### src/rtl/dacinit_pkg.sv
package dacinit_pkg;

  localparam int FRAME_W   = 24;
  localparam int CMD_W     = 8;
  localparam int DATA_W    = 16;
  localparam int DITHER_CH = 8;
  localparam int SPAN_W    = 3;

  typedef logic [FRAME_W-1:0] frame_t;
  typedef logic [2:0]         fidx_t;

  localparam fidx_t FIDX_SWRST = 3'd0;
  localparam fidx_t FIDX_SPAN  = 3'd7;

  function automatic int umax(input int a, input int b);
    return (a > b) ? a : b;
  endfunction

  // one select bit per channel, low bit of each 2-bit slot
  function automatic logic [DATA_W-1:0] dither_src_word();
    logic [DATA_W-1:0] w;
    w = '0;
    for (int n = 0; n < DITHER_CH; n++) w[2*n] = 1'b1;
    return w;
  endfunction

  function automatic frame_t make_frame(input logic [CMD_W-1:0] cmd,
                                        input logic [DATA_W-1:0] dat);
    return {cmd, dat};
  endfunction

  function automatic frame_t frame_for(input fidx_t idx,
                                       input logic [SPAN_W-1:0] span);
    case (idx)
      3'd0:    return make_frame(8'h70, 16'h1234);
      3'd1:    return make_frame(8'h51, 16'hFFFF);
      3'd2:    return make_frame(8'h90, dither_src_word());
      3'd3:    return make_frame(8'hA0, dither_src_word());
      3'd4:    return make_frame(8'hC0, 16'h0000);
      3'd5:    return make_frame(8'hD0, 16'h0000);
      3'd6:    return make_frame(8'hB0, 16'h0000);
      default: return make_frame(8'h40, {{(DATA_W-SPAN_W){1'b0}}, span});
    endcase
  endfunction

endpackage

### src/rtl/dacinit_tx.sv
module dacinit_tx
  import dacinit_pkg::*;
#(
  parameter int CLK_DIV = 2
) (
  input  logic   clk,
  input  logic   rst_n,
  input  logic   go,
  input  frame_t word,
  output logic   sclk,
  output logic   mosi,
  output logic   cs_n,
  output logic   fin
);
  localparam int DIV_W = $clog2(CLK_DIV + 1);
  localparam int BIT_W = $clog2(FRAME_W + 1);

  frame_t           shreg;
  logic [DIV_W-1:0] divc;
  logic [BIT_W-1:0] bitc;

  wire half_tick = !cs_n && (divc == DIV_W'(CLK_DIV - 1));
  wire sclk_rise = half_tick && !sclk;
  wire last_bit  = (bitc == BIT_W'(FRAME_W - 1));

  assign mosi = shreg[FRAME_W-1];

  always_ff @(posedge clk or negedge rst_n) begin
    if (!rst_n) begin
      cs_n  <= 1'b1;
      sclk  <= 1'b0;
      shreg <= '0;
      divc  <= '0;
      bitc  <= '0;
      fin   <= 1'b0;
    end else begin
      fin <= 1'b0;
      if (cs_n) begin
        if (go) begin
          cs_n  <= 1'b0;
          sclk  <= 1'b0;
          shreg <= word;
          divc  <= '0;
          bitc  <= '0;
        end
      end else if (half_tick) begin
        divc <= '0;
        if (!sclk) begin
          sclk <= 1'b1;
        end else begin
          sclk <= 1'b0;
          if (last_bit) begin
            cs_n <= 1'b1;
            fin  <= 1'b1;
          end else begin
            bitc  <= bitc + 1'b1;
            shreg <= {shreg[FRAME_W-2:0], 1'b0};
          end
        end
      end else begin
        divc <= divc + 1'b1;
      end
    end
  end

  // checker state: rising edges seen in the current frame
  logic [BIT_W:0] rise_cnt;
  always_ff @(posedge clk or negedge rst_n) begin
    if (!rst_n)               rise_cnt <= '0;
    else if (cs_n && go)      rise_cnt <= '0;
    else if (sclk_rise)       rise_cnt <= rise_cnt + 1'b1;
  end

  p_idle_low_r6: assert property (@(posedge clk) disable iff (!rst_n)
    cs_n |-> !sclk);
  p_mosi_hold_r6: assert property (@(posedge clk) disable iff (!rst_n)
    (sclk && $past(sclk)) |-> $stable(mosi));
  p_edge_count_r6: assert property (@(posedge clk) disable iff (!rst_n)
    fin |-> (rise_cnt == (BIT_W+1)'(FRAME_W)));

endmodule

### src/rtl/dacinit_ctl.sv
module dacinit_ctl
  import dacinit_pkg::*;
#(
  parameter int RST_PULSE_CYC = 10,
  parameter int POST_RST_CYC  = 3,
  parameter int CS_GAP_CYC    = 4
) (
  input  logic              clk,
  input  logic              rst_n,
  input  logic              start,
  input  logic              has_rst_pin,
  input  logic [SPAN_W-1:0] span_code,
  input  logic              tx_fin,
  output logic              tx_go,
  output frame_t            tx_word,
  output logic              dac_rst,
  output logic              done,
  output logic              busy,
  output logic              rst_done
);
  localparam int SW_GAP = umax(POST_RST_CYC, CS_GAP_CYC);
  localparam int MAXV   = umax(RST_PULSE_CYC, SW_GAP);
  localparam int CNT_W  = $clog2(MAXV + 1);

  typedef enum logic [2:0] {S_IDLE, S_PIN, S_GAP, S_SEND, S_WAIT} st_t;

  st_t               st;
  fidx_t             idx;
  logic [CNT_W-1:0]  cnt;
  logic [SPAN_W-1:0] span_q;

  wire pin_last   = (st == S_PIN) && (cnt == CNT_W'(RST_PULSE_CYC - 1));
  wire frame_end  = (st == S_WAIT) && tx_fin;
  wire last_frame = frame_end && (idx == FIDX_SPAN);

  assign rst_done = pin_last || (frame_end && (idx == FIDX_SWRST));
  assign busy     = (st != S_IDLE);
  assign tx_go    = (st == S_SEND);
  assign tx_word  = frame_for(idx, span_q);

  always_ff @(posedge clk or negedge rst_n) begin
    if (!rst_n) begin
      st      <= S_IDLE;
      idx     <= '0;
      cnt     <= '0;
      span_q  <= '0;
      dac_rst <= 1'b0;
      done    <= 1'b0;
    end else begin
      case (st)
        S_IDLE: if (start) begin
          done   <= 1'b0;
          span_q <= span_code;
          if (has_rst_pin) begin
            st      <= S_PIN;
            dac_rst <= 1'b1;
            cnt     <= '0;
            idx     <= fidx_t'(FIDX_SWRST + 3'd1);
          end else begin
            st  <= S_SEND;
            idx <= FIDX_SWRST;
          end
        end
        S_PIN: begin
          if (pin_last) begin
            dac_rst <= 1'b0;
            cnt     <= CNT_W'(POST_RST_CYC - 1);
            st      <= S_GAP;
          end else begin
            cnt <= cnt + 1'b1;
          end
        end
        S_GAP: begin
          if (cnt == '0) st <= S_SEND;
          else           cnt <= cnt - 1'b1;
        end
        S_SEND: st <= S_WAIT;
        default: begin
          if (last_frame) begin
            st   <= S_IDLE;
            done <= 1'b1;
          end else if (frame_end) begin
            cnt <= (idx == FIDX_SWRST) ? CNT_W'(SW_GAP - 1) : CNT_W'(CS_GAP_CYC - 1);
            idx <= idx + 1'b1;
            st  <= S_GAP;
          end
        end
      endcase
    end
  end

  // checker state: reset pin width and reset-before-span tracking
  logic [CNT_W:0] pin_hi_cnt;
  logic           reset_seen;
  always_ff @(posedge clk or negedge rst_n) begin
    if (!rst_n) begin
      pin_hi_cnt <= '0;
      reset_seen <= 1'b0;
    end else begin
      pin_hi_cnt <= dac_rst ? pin_hi_cnt + 1'b1 : '0;
      if (!busy)         reset_seen <= 1'b0;
      else if (rst_done) reset_seen <= 1'b1;
    end
  end

  p_pin_width_r2: assert property (@(posedge clk) disable iff (!rst_n)
    $fell(dac_rst) |-> (pin_hi_cnt >= (CNT_W+1)'(RST_PULSE_CYC)));
  p_span_after_reset_r7: assert property (@(posedge clk) disable iff (!rst_n)
    (tx_go && (idx == FIDX_SPAN)) |-> reset_seen);
  p_done_follows_frame_r9: assert property (@(posedge clk) disable iff (!rst_n)
    $rose(done) |-> $past(tx_fin));
  p_done_not_busy_r9: assert property (@(posedge clk) disable iff (!rst_n)
    !(done && busy));
  p_busy_start_ignored_r10: assert property (@(posedge clk) disable iff (!rst_n)
    (busy && start && (st != S_WAIT)) |=> ($stable(idx) && $stable(span_q) && busy));

endmodule

### src/rtl/dacinit_seq.sv
module dacinit_seq
  import dacinit_pkg::*;
#(
  parameter int CLK_DIV       = 2,
  parameter int RST_PULSE_CYC = 10,
  parameter int POST_RST_CYC  = 3,
  parameter int CS_GAP_CYC    = 4
) (
  input  logic       clk,
  input  logic       rst_n,
  input  logic       start,
  input  logic       has_rst_pin,
  input  logic [2:0] span_code,
  output logic       sclk,
  output logic       mosi,
  output logic       cs_n,
  output logic       dac_rst,
  output logic       done,
  output logic       busy
);
  localparam int CHK_W = 16;

  logic   tx_go, tx_fin, rst_done;
  frame_t tx_word;

  dacinit_ctl #(
    .RST_PULSE_CYC(RST_PULSE_CYC),
    .POST_RST_CYC (POST_RST_CYC),
    .CS_GAP_CYC   (CS_GAP_CYC)
  ) u_ctl (
    .clk        (clk),
    .rst_n      (rst_n),
    .start      (start),
    .has_rst_pin(has_rst_pin),
    .span_code  (span_code),
    .tx_fin     (tx_fin),
    .tx_go      (tx_go),
    .tx_word    (tx_word),
    .dac_rst    (dac_rst),
    .done       (done),
    .busy       (busy),
    .rst_done   (rst_done)
  );

  dacinit_tx #(.CLK_DIV(CLK_DIV)) u_tx (
    .clk  (clk),
    .rst_n(rst_n),
    .go   (tx_go),
    .word (tx_word),
    .sclk (sclk),
    .mosi (mosi),
    .cs_n (cs_n),
    .fin  (tx_fin)
  );

  // checker state: spacing since reset and since last frame end
  logic [CHK_W-1:0] since_rst, cs_hi_cnt;
  logic             rst_seen, frame_seen;
  always_ff @(posedge clk or negedge rst_n) begin
    if (!rst_n) begin
      since_rst  <= '0;
      cs_hi_cnt  <= '0;
      rst_seen   <= 1'b0;
      frame_seen <= 1'b0;
    end else begin
      if (rst_done)             since_rst <= '0;
      else if (since_rst != '1) since_rst <= since_rst + 1'b1;
      if (!cs_n)                cs_hi_cnt <= '0;
      else if (cs_hi_cnt != '1) cs_hi_cnt <= cs_hi_cnt + 1'b1;
      if (!busy)          rst_seen <= 1'b0;
      else if (rst_done)  rst_seen <= 1'b1;
      if (!busy)          frame_seen <= 1'b0;
      else if (tx_fin)    frame_seen <= 1'b1;
    end
  end

  p_post_reset_gap_r4: assert property (@(posedge clk) disable iff (!rst_n)
    ($fell(cs_n) && rst_seen) |-> (since_rst >= CHK_W'(POST_RST_CYC)));
  p_cs_gap_r8: assert property (@(posedge clk) disable iff (!rst_n)
    ($fell(cs_n) && frame_seen) |-> (cs_hi_cnt >= CHK_W'(CS_GAP_CYC)));
  p_no_frame_in_pin_r2: assert property (@(posedge clk) disable iff (!rst_n)
    dac_rst |-> cs_n);

endmodule

### config.mk
export PLATFORM = sky130hd
export DESIGN_NAME = dacinit_seq
export DESIGN_NICKNAME = d
export VERILOG_FILES = /design/src/rtl/dacinit_pkg.sv /design/src/rtl/dacinit_tx.sv /design/src/rtl/dacinit_ctl.sv /design/src/rtl/dacinit_seq.sv
export SDC_FILE = /design/constraint.sdc
export NUM_CORES = 1
export LEC_CHECK = 0
export ABC_AREA = 0
export BUFFER_PORTS_ARGS = -buffer_cell sky130_fd_sc_hd__buf_2
export CORE_UTILIZATION = 37
export CTS_CLUSTER_SIZE = 10
export DETAILED_ROUTE_END_ITERATION = 8
export SLEW_MARGIN = 0
export SYNTH_ARGS = -nofsm -noshare
export SYNTH_HDL_FRONTEND = slang
export SYNTH_SLANG_ARGS = --single-unit
### constraint.sdc
create_clock -name clk -period 2.53 [get_ports clk]
set_input_delay 0.506 -clock clk [delete_from_list [all_inputs] [get_ports clk]]
set_output_delay 0.506 -clock clk [all_outputs]
set_load 0.03 [all_outputs]
==> metrics.txt <==
critical path peak fanout=12; Final setup viols=0; Synth-to-Final Area Change=9.59%; Total GRT Usage=15.4%; critical path class=flop to output port; RSZ-0062 raised after global routing=no; clock skew=0.00903 ns; TritonCTS Buffers=5; Worst setup startpoint=u_ctl.st[1]; vias per cell=5.39; Worst path max stage delay=0.51 ns; Initial DRT Pass Iterations=4; final instance count without filler cells=362; vias in the first global route=1856; Net Sw Frac=20.2%; Layout Nets=299; most frequent cells in the layout=dfrtp_1, nand2_1, o21ai_0, a21oi_1, nor2_1; CTS resizes=0; Reg-to-Reg Start=u_ctl.idx[0]; Max Slew Vio Count=0; first-pass GRT wire length=8890 µm; endpoints failing hold=0; crit path launch type=flop; Power Dens Cells=492 nW/µm²; fmax=446 MHz; commonest non-fill, non-tap cell in the layout=dfrtp_1; Syn Nets=292; share of layout cells above drive strength 1=13.1%; Worst R2R Path Depth=6; Final ANT Viol Nets=0; CP required=2.02 ns; Synth Flop Type=dfrtp_1; NetSw=0.000282 W; Port Buffers=12; slew margin rel.=56.7%; Synth Register Bits=49; largest net degree at the start of global routing=45; Worst Setup EP=busy; row cnt=30; die height=85.6 µm; Post-synth EDFFs=0; setup TNS=0 ns; area leader, netlist=dfrtp_1; clock share of power=42.0%; peak supply drop=197 µV; Placed Cells=354; worst-margin pin slew=0.641 ns; TritonCTS clock tree=done; Crit path max-delay family=buffers and inverters; Filler Cell Count=660; core area=6760 µm²; Root Driver=clkbuf_8; Max clock buf depth=2; Max Cap Viol=0; initial antenna violation count=0; CTS Sinks=49; Cells after Synth=274; CTS Hold Bufs=0; outcome=finished clean; Die X-Extent=85.6 µm; async set-reset flop share out of synthesis=100%; GR Overflow Total=0; Final min period=2.24 ns; Worst R2R End=u_ctl.cnt[3]; hold_ws=0.183 ns; Hold Path Class=input port to async pin; slowest CP cell=dfrtp_1; WP buf/inv=3; Ys Warns=0; Avg Inst Size Synth=9.43 µm²; Avg WL per Cell=14.3 µm; Die ar.=7320 µm²; Clock transition at path regs=0.09 ns; Routability Congestion=0.806; Critical Path Stages=4; flop-to-flop setup slack=0.56 ns; Clk Latency, worst-skew pair=0.31 ns; Starting Density=38.2%; synthesized cell area=2580 µm²; Comb power frac=1.9%; level count of the clock H-tree=2; antenna cells=0; sequential area share after synthesis=47.5%; top cells by area, synth=dfrtp_1, o21ai_0, nand2_1; DP Wirelength=3540 µm; Worst setup EP type=output port; DRC errors left=0; Starting DRT DRC Count=113; sequential share of power=56.1%; Netlist cell types=51; Synth top area share=46.5%; vias=1950; # IOs=13; CP arrival=1.73 ns; crit path cell chain=buf_4, nor3_1, inv_1, buf_2; Final period util=88.5%; P_int=0.00111 W; WL final=5170 µm; post-CTS setup buffer count=0; Leakage Power=1.27 nW
Yosys cell counts, types with 5 or more instances:
cell       n
nand2b_1   5
mux2_2     6
nand2_1   37
a21o_1     5
inv_1      8
ha_1      11
nor2_1    13
clkbuf_1  12
o21ai_0   32
a22o_1     5
nor3_1     6
a21oi_1   26
dfrtp_1   48
layer usage:
layer | part of all wire [%] | wire length [µm] | track usage, %
met2 | 42 | 2200 | 22.0
met1 | 53 | 2730 | 23.3
met4 | 1.5 | 78 | 5.45
met3 | 3.2 | 163 | 2.79
met5 | 0 | 0 | 0
flip-flops by register name (all words and copies together) (netlist names):
name	count
u_ctl.done	1
u_tx.bitc	5
u_ctl.st	3
u_ctl.idx	3
u_tx.divc	2
u_ctl.dac_rst	1
u_tx.fin	1
u_tx.sclk	1
u_ctl.cnt	4
u_ctl.span_q	3
u_tx.cs_n	1
u_tx.shreg	24
power by group through the flow:
| stage | sequential (W) | clock, W | combinational, W |
|---|---|---|---|
| global route | 0.000783 | 0.000621 | 0.0000310 |
| detailed placement | 0.000798 | 0 | 0.0000283 |
| floorplan | 0.000798 | 0 | 0.00000157 |
| CTS | 0.000783 | 0.000601 | 0.0000282 |
| global placement | 0.000798 | 0 | 0.0000284 |
| finish | 0.000782 | 0.000585 | 0.0000266 |
kinds of logic after synthesis:
| kind of cell | Yosys count | share of synthesized area, % |
|---|---|---|
| simple gates | 89 | 17.9 |
| buf+inv | 25 | 4.07 |
| flops | 49 | 47.5 |
| xor+xnor | 3 | 1.02 |
| compound gates | 90 | 21.2 |
| mux | 7 | 3.00 |
| fa+ha+maj | 11 | 5.33 |
layout make-up:
cell class              instances  area (µm²)  share of cell area [%]
well taps                      80         100                    3.54
inverters                       9        33.8                    1.19
clock buffers                   7        86.3                    3.05
repair buffers                 16         103                    3.62
multi-input cells             200        1250                    44.2
flip-flops and latches         49        1230                    43.3
clock inverters                 1        30.0                    1.06
through the flow:
stage	setup slack, ns	util, %	cell area, µm²	power [W]
3_3_place_gp	0.635	40.2	2720	0.000826
5_1_grt	0.157	41.9	2830	0.00144
4_1_cts	0.262	41.9	2830	0.00141
6_report	0.290	41.9	2830	0.00139
2_1_floorplan	0.732	-	2580	0.000800
3_5_place_dp	0.597	40.2	2720	0.000826
how the worst min path moves through the flow:
stage / to / slack [ns] / cells after the start
finish: u_tx.shreg[7] / 0.18 / 1
global route: u_tx.shreg[7] / 0.22 / 1
CTS: u_tx.shreg[7] / 0.20 / 1
detailed placement: u_tx.shreg[14] / 0.47 / 1
global placement: u_tx.shreg[13] / 0.46 / 2
floorplan: u_ctl.cnt[0] / 0.21 / 0
Power figures use the tool's default switching activity.
